[config.mk]
export PLATFORM = sky130hd
export DESIGN_NAME = mm_bus_arbiter
export DESIGN_NICKNAME = d
export VERILOG_FILES = /design/src/rtl/arb_pkg.sv /design/src/rtl/arb_pick.sv /design/src/rtl/arb_channel.sv /design/src/rtl/mm_bus_arbiter.sv
export SDC_FILE = /design/constraint.sdc
export NUM_CORES = 1
export LEC_CHECK = 0
export BUFFER_PORTS_ARGS = -buffer_cell sky130_fd_sc_hd__buf_2
export CORE_ASPECT_RATIO = 0.9
export CORE_MARGIN = 2
export CORE_UTILIZATION = 58
export DETAILED_ROUTE_END_ITERATION = 6
export GPL_TIMING_DRIVEN = 0
export MAX_ROUTING_LAYER = met4
export PLACE_DENSITY = 0.87
export SETUP_SLACK_MARGIN = 0.05
export SYNTH_ARGS = -nofsm -noshare
export SYNTH_HDL_FRONTEND = slang
export SYNTH_SLANG_ARGS = --single-unit
[constraint.sdc]
create_clock -name clk -period 7.5 [get_ports clk]
set_input_delay 0.375 -clock clk [delete_from_list [all_inputs] [get_ports clk]]
set_output_delay 0.375 -clock clk [all_outputs]
set_load 0.1 [all_outputs]
[src/rtl/arb_pkg.sv]
package arb_pkg;
    localparam int KIND_W = 2;
    localparam int BEAT_W = 4;

    typedef enum logic [KIND_W-1:0] {
        KIND_SINGLE = 2'b00,
        KIND_FIXED  = 2'b01,
        KIND_VAR    = 2'b10,
        KIND_RSVD   = 2'b11
    } xfer_kind_e;

    typedef enum logic [1:0] {
        ST_EMPTY = 2'b00,
        ST_PARK  = 2'b01,
        ST_BUSY  = 2'b10,
        ST_HOLD  = 2'b11
    } chan_state_e;
endpackage

[src/rtl/arb_pick.sv]
module arb_pick #(
    parameter int NUM_M  = 4,
    parameter int PRIO_W = 2,
    parameter int IDX_W  = 2
) (
    input  logic [NUM_M-1:0]        req,
    input  logic [NUM_M*PRIO_W-1:0] prio,
    input  logic [IDX_W-1:0]        last_idx,
    output logic                    any_req,
    output logic [IDX_W-1:0]        win_idx
);
    logic [PRIO_W-1:0] top_prio;
    logic [NUM_M-1:0]  cand;

    // highest priority among pending requests
    always_comb begin
        top_prio = '0;
        for (int i = 0; i < NUM_M; i++) begin
            if (req[i] && (prio[i*PRIO_W +: PRIO_W] > top_prio))
                top_prio = prio[i*PRIO_W +: PRIO_W];
        end
    end

    genvar g;
    generate
        for (g = 0; g < NUM_M; g++) begin : g_cand
            assign cand[g] = req[g] && (prio[g*PRIO_W +: PRIO_W] == top_prio);
        end
    endgenerate

    assign any_req = |req;

    // round-robin search starting one past the last owner
    always_comb begin
        logic found;
        found   = 1'b0;
        win_idx = last_idx;
        for (int k = 1; k <= NUM_M; k++) begin
            int j;
            j = int'(last_idx) + k;
            if (j >= NUM_M) j = j - NUM_M;
            if (!found && cand[j]) begin
                win_idx = IDX_W'(j);
                found   = 1'b1;
            end
        end
    end
endmodule

[src/rtl/arb_channel.sv]
module arb_channel
    import arb_pkg::*;
#(
    parameter int NUM_M  = 4,
    parameter int PRIO_W = 2,
    parameter int IDX_W  = 2
) (
    input  logic                    clk,
    input  logic                    rst_n,
    input  logic [NUM_M-1:0]        req,
    input  logic [NUM_M*PRIO_W-1:0] prio,
    input  logic [NUM_M*KIND_W-1:0] kind,
    input  logic [NUM_M*BEAT_W-1:0] beats,
    input  logic [NUM_M-1:0]        cont,
    input  logic [NUM_M-1:0]        lock,
    input  logic                    data_ack,
    output logic [NUM_M-1:0]        grant
);
    chan_state_e       state_q, state_d;
    logic [IDX_W-1:0]  owner_q, owner_d;
    logic [BEAT_W-1:0] cnt_q, cnt_d;
    xfer_kind_e        kind_q, kind_d;

    logic             any_req;
    logic [IDX_W-1:0] win_idx;
    logic             own_lock, own_req, own_cont, last_beat;

    arb_pick #(
        .NUM_M (NUM_M),
        .PRIO_W(PRIO_W),
        .IDX_W (IDX_W)
    ) u_pick (
        .req     (req),
        .prio    (prio),
        .last_idx(owner_q),
        .any_req (any_req),
        .win_idx (win_idx)
    );

    assign own_lock = lock[owner_q];
    assign own_req  = req[owner_q];
    assign own_cont = cont[owner_q];

    always_comb begin
        last_beat = 1'b0;
        if (state_q == ST_BUSY && data_ack) begin
            unique case (kind_q)
                KIND_FIXED: last_beat = (cnt_q <= BEAT_W'(1));
                KIND_VAR:   last_beat = !own_cont;
                default:    last_beat = 1'b1;
            endcase
        end
    end

    // next-state logic
    always_comb begin
        logic             take, restart;
        logic [IDX_W-1:0] sel;
        logic [BEAT_W-1:0] ld_beats;
        take     = 1'b0;
        restart  = 1'b0;
        state_d  = state_q;
        owner_d  = owner_q;
        cnt_d    = cnt_q;
        kind_d   = kind_q;
        unique case (state_q)
            ST_EMPTY: if (any_req) take = 1'b1;
            ST_PARK:  if (any_req) take = 1'b1;
            ST_HOLD: begin
                if (!own_lock) begin
                    if (any_req) take = 1'b1;
                    else         state_d = ST_PARK;
                end else if (own_req) begin
                    restart = 1'b1;
                end
            end
            ST_BUSY: begin
                if (last_beat) begin
                    if (own_lock) begin
                        if (own_req) restart = 1'b1;
                        else         state_d = ST_HOLD;
                    end else if (any_req) begin
                        take = 1'b1;
                    end else begin
                        state_d = ST_PARK;
                    end
                end else if (data_ack && kind_q == KIND_FIXED) begin
                    cnt_d = cnt_q - BEAT_W'(1);
                end
            end
        endcase
        sel      = take ? win_idx : owner_q;
        ld_beats = beats[int'(sel)*BEAT_W +: BEAT_W];
        if (take || restart) begin
            state_d = ST_BUSY;
            owner_d = sel;
            kind_d  = xfer_kind_e'(kind[int'(sel)*KIND_W +: KIND_W]);
            cnt_d   = (ld_beats == '0) ? BEAT_W'(1) : ld_beats;
        end
    end

    // state register
    always_ff @(posedge clk) begin
        if (!rst_n) begin
            state_q <= ST_EMPTY;
            owner_q <= IDX_W'(NUM_M - 1);
            cnt_q   <= '0;
            kind_q  <= KIND_SINGLE;
        end else begin
            state_q <= state_d;
            owner_q <= owner_d;
            cnt_q   <= cnt_d;
            kind_q  <= kind_d;
        end
    end

    // outputs
    always_comb begin
        grant = '0;
        if (state_q != ST_EMPTY) grant[owner_q] = 1'b1;
    end

    assert_single_grant_R1: assert property (@(posedge clk) disable iff (!rst_n)
        $onehot0(grant));

    assert_winner_requests_R2: assert property (@(posedge clk) disable iff (!rst_n)
        any_req |-> req[win_idx]);

    assert_no_gap_R4: assert property (@(posedge clk) disable iff (!rst_n)
        (state_q == ST_BUSY && last_beat && !own_lock && any_req)
            |=> (state_q == ST_BUSY && grant != '0));

    assert_mid_burst_R6: assert property (@(posedge clk) disable iff (!rst_n)
        (state_q == ST_BUSY && !last_beat) |=> $stable(grant));

    assert_lock_hold_R8: assert property (@(posedge clk) disable iff (!rst_n)
        ((state_q == ST_BUSY && last_beat && own_lock) ||
         (state_q == ST_HOLD && own_lock)) |=> $stable(grant));

    assert_park_R9: assert property (@(posedge clk) disable iff (!rst_n)
        (state_q == ST_PARK && !any_req) |=> $stable(grant));
endmodule

[src/rtl/mm_bus_arbiter.sv]
module mm_bus_arbiter
    import arb_pkg::*;
#(
    parameter int NUM_M  = 4,
    parameter int PRIO_W = 2
) (
    input  logic                    clk,
    input  logic                    rst_n,
    input  logic [NUM_M-1:0]        rd_req,
    input  logic [NUM_M-1:0]        wr_req,
    input  logic [NUM_M*PRIO_W-1:0] req_prio,
    input  logic [NUM_M*2-1:0]      req_kind,
    input  logic [NUM_M*4-1:0]      req_beats,
    input  logic [NUM_M-1:0]        req_cont,
    input  logic [NUM_M-1:0]        req_lock,
    input  logic                    rd_data_ack,
    input  logic                    wr_data_ack,
    output logic [NUM_M-1:0]        rd_grant,
    output logic [NUM_M-1:0]        wr_grant
);
    localparam int IDX_W  = (NUM_M > 1) ? $clog2(NUM_M) : 1;
    localparam int NUM_CH = 2;

    logic [NUM_CH-1:0][NUM_M-1:0] ch_req;
    logic [NUM_CH-1:0][NUM_M-1:0] ch_grant;
    logic [NUM_CH-1:0]            ch_ack;

    assign ch_req   = {wr_req, rd_req};
    assign ch_ack   = {wr_data_ack, rd_data_ack};
    assign rd_grant = ch_grant[0];
    assign wr_grant = ch_grant[1];

    genvar c;
    generate
        for (c = 0; c < NUM_CH; c++) begin : g_chan
            arb_channel #(
                .NUM_M (NUM_M),
                .PRIO_W(PRIO_W),
                .IDX_W (IDX_W)
            ) u_chan (
                .clk     (clk),
                .rst_n   (rst_n),
                .req     (ch_req[c]),
                .prio    (req_prio),
                .kind    (req_kind),
                .beats   (req_beats),
                .cont    (req_cont),
                .lock    (req_lock),
                .data_ack(ch_ack[c]),
                .grant   (ch_grant[c])
            );
        end
    endgenerate
endmodule

==> impl_metrics.toml <==
[pwr]
power.density_nw_per_um2 = 195
total_power_w = 0.000761
power_leakage_nw = 1.71
ir_drop_uv = 163

[critical_path]
critPathKind = "input port to register"
required_ps = 7650
reg2reg_slack_ps = 3270
end_kind = "register"
timing.rr.start = "g_chan[0].u_chan.owner_q[0]"
path_max_fanout = 10
critPathLaunchType = "input port"
reg2regPathDepth = 14
arrival_ps = 6960
crit_path_end = "g_chan[0].u_chan.cnt_q[0]"
r2r-end = "g_chan[0].u_chan.cnt_q[0]"
critPathLaunch = "req_prio[1]"

[clocking]
cts-root-buf = "clkbuf_8"
cts.sinks = 20
cts_buffers = 3
insertion_delay_ps = 260
clk_path_buf_depth = 2
htree_levels = 1
cts_tree = "yes"
clk_pin_slew_ps = 80
post_cts_resize_count = 0

[final_layout]
ff_latch_area_um2 = 400
synthToLayoutAreaGrowth_pct = 12.9
multi_input_area_um2 = 2810
n_fill_cell = 459
final_util = 0.683
finalNonFillerCells = 549
diodes = 0
final_net_count = 560
drive_above_1_share = 0.246

[detailed_routing]
via_per_inst = 6.38
wirelength_um = 9360
drcViolationCount = 0
postRouteAntennaNets = 0
vias = 3505
drt-initial-drc-count = 295
routedWlPerCell_um = 17.0
drt_first_pass_iters = 7

[timing]
setup_ws_ps = 688
finalSetupTns_ps = 0
slew_viol_final = 0
period_share = 0.908
period_needed_ps = 6810
setup_viol = 0
rsz0062_at_grt = "false"
finalHoldViolations = 0
fmax_mhz = 147
skew_ps = 2.97
slew_headroom = 0.522
worst_pin_slew_ps = 717

[floorplan]
rows = 26
core_area_um2 = 5730
fp.dieW_um = 85.4
start_util = 0.604
ios = 60
die_area_um2 = 6600
fp.dieH_um = 77.3

[yosys]
synthArstFlopShare = 0
synth_edf_count = 0
synth-seq-area-share = 0.116
synthCells = 415
synth_warnings = 0
synth_cell_types = 89
synth_area_per_cell_um2 = 8.34
syn-cell-area_um2 = 3460
synth-seq-cells = 20
syn_nets = 495
synthFlopType = "dfxtp_1"

[placement]
place_ws_ps = 433
port_buffers = 58
hpwlAfterDp_um = 7510
placed_cells = 543
gp_congestion = 0.992

[outcome]
outcome = "complete, no violations"

[global_routing]
grt_pass1_vias = 3381
grt_overflow = 0
grt_use_total = 0.290
grt_antenna_before_repair = 0
grt_max_degree = 12
grt_pass1_wl_um = 15300

[min_path]
worstHoldStart = "rst_n"
hold_class = "input port to register"

[job]
drv_cap = 0
-- layout make-up --
type | instances | area share
repair buffers | 60 | 0.0781
clock buffers | 4 | 0.0141
multi-input cells | 343 | 0.720
inverters | 37 | 0.0355
flip-flops and latches | 20 | 0.102
plain buffers | 15 | 0.0275
well taps | 70 | 0.0224
-- cells in the mapped netlist (4+ instances only) --
master | number | share of area
inv_1 | 36 | 0.039
nand2_1 | 34 | 0.037
ha_1 | 28 | 0.10
nor2_1 | 21 | 0.023
a21oi_1 | 20 | 0.029
dfxtp_1 | 20 | 0.12
nor2b_1 | 20 | 0.036
nand3_1 | 19 | 0.027
mux2i_1 | 14 | 0.040
o211ai_1 | 13 | 0.028
o21ai_0 | 12 | 0.017
a21boi_0 | 8 | 0.017
clkbuf_1 | 8 | 0.0087
mux4_2 | 7 | 0.046
and2_1 | 6 | 0.011
and3_1 | 6 | 0.011
nand2b_1 | 6 | 0.011
nor4_1 | 6 | 0.011
xor2_1 | 6 | 0.015
mux4_1 | 5 | 0.038
o21a_1 | 5 | 0.011
o21ai_1 | 5 | 0.0072
a221oi_1 | 4 | 0.010
nor3_1 | 4 | 0.0058
nor3b_1 | 4 | 0.0087
xnor2_1 | 4 | 0.010
-- logic make-up after synthesis --
family	after synthesis	share of synthesized area
flip-flops	20	0.116
XOR/XNOR	11	0.0300
AND/OR/NAND/NOR	153	0.249
adder cells (fa/ha/maj)	28	0.101
buffers and inverters	52	0.0712
AO/OA/AOI/OAI	122	0.299
multiplexers	29	0.134
-- critical path, cell delays in order --
cell,delay [ps]
buf_2,180
and2_1,250
inv_1,100
ha_1,310
and2_1,230
a211o_4,360
a21oi_1,260
inv_1,70
ha_1,270
a21boi_0,230
o21a_1,290
a211oi_4,80
or2_2,320
ha_1,280
nor2b_1,160
o21ai_1,410
o21ai_1,170
o311ai_1,450
o31ai_4,170
o21bai_1,190
o21ba_2,230
a31oi_2,350
and2_2,270
buf_6,170
mux2i_1,210
mux2i_1,130
o41ai_1,430
-- per-layer routing --
layer | wire length, um | up-vias | global-route usage
met5 | 0 | - | -
li1 | - | 1694 | -
met2 | 4600 | 157 | 0.491
met3 | 646 | 25 | 0.0291
met1 | 3930 | 1629 | 0.365
met4 | 185 | 0 | 0.0825
-- registers in the layout, summed over array words and instances (netlist names) --
name,cells
g_chan.u_chan.state_q,4
g_chan.u_chan.owner_q,4
g_chan.u_chan.kind_q,4
g_chan.u_chan.cnt_q,8
-- where the power goes --
part	internal [W]	switching, W
sequential	0.000126	0.0000182
combinational	0.000223	0.000308
clock	0.0000468	0.0000390
total	0.000397	0.000365
-- stage by stage --
stage	instance area, um2	hold WS [ps]
4_1_cts	3890	418
3_5_place_dp	3840	487
5_1_grt	3910	422
2_1_floorplan	3460	460
3_3_place_gp	3840	476
6_report	3910	429
-- placed cells by master, fill, tap and decap left out, types with 4 or more instances in the layout --
| master | count |
|---|---|
| nand3_1 | 19 |
| o21a_1 | 5 |
| inv_1 | 36 |
| a21boi_0 | 8 |
| clkbuf_1 | 8 |
| and2_1 | 6 |
| o21ai_1 | 5 |
| xnor2_1 | 4 |
| mux4_2 | 7 |
| mux4_1 | 5 |
| a221oi_1 | 4 |
| dfxtp_1 | 20 |
| and3_1 | 6 |
| nand2_1 | 34 |
| o21ai_0 | 12 |
| nor2b_1 | 20 |
| nor3b_1 | 4 |
| clkbuf_8 | 6 |
| ha_1 | 28 |
| nor4_1 | 6 |
| buf_2 | 58 |
| nand2b_1 | 6 |
| xor2_1 | 6 |
| a21oi_1 | 20 |
| o211ai_1 | 13 |
| nor3_1 | 4 |
| nor2_1 | 21 |
| mux2i_1 | 14 |
-- repair_timing --
action / CTS / global route
setup endpoints to repair: 0 / 1
hold buffers: 0 / 0
buffers inserted: 0 / 2
-- worst min path at each step --
stage	to	depth (start not counted)
detailed placement	g_chan[0].u_chan.kind_q[1]	2
global route	g_chan[0].u_chan.cnt_q[0]	3
global placement	g_chan[0].u_chan.kind_q[1]	2
floorplan	g_chan[0].u_chan.kind_q[1]	2
finish	g_chan[0].u_chan.cnt_q[0]	3
CTS	g_chan[0].u_chan.cnt_q[0]	3
Note: power is estimated with default switching activity, not from simulation.
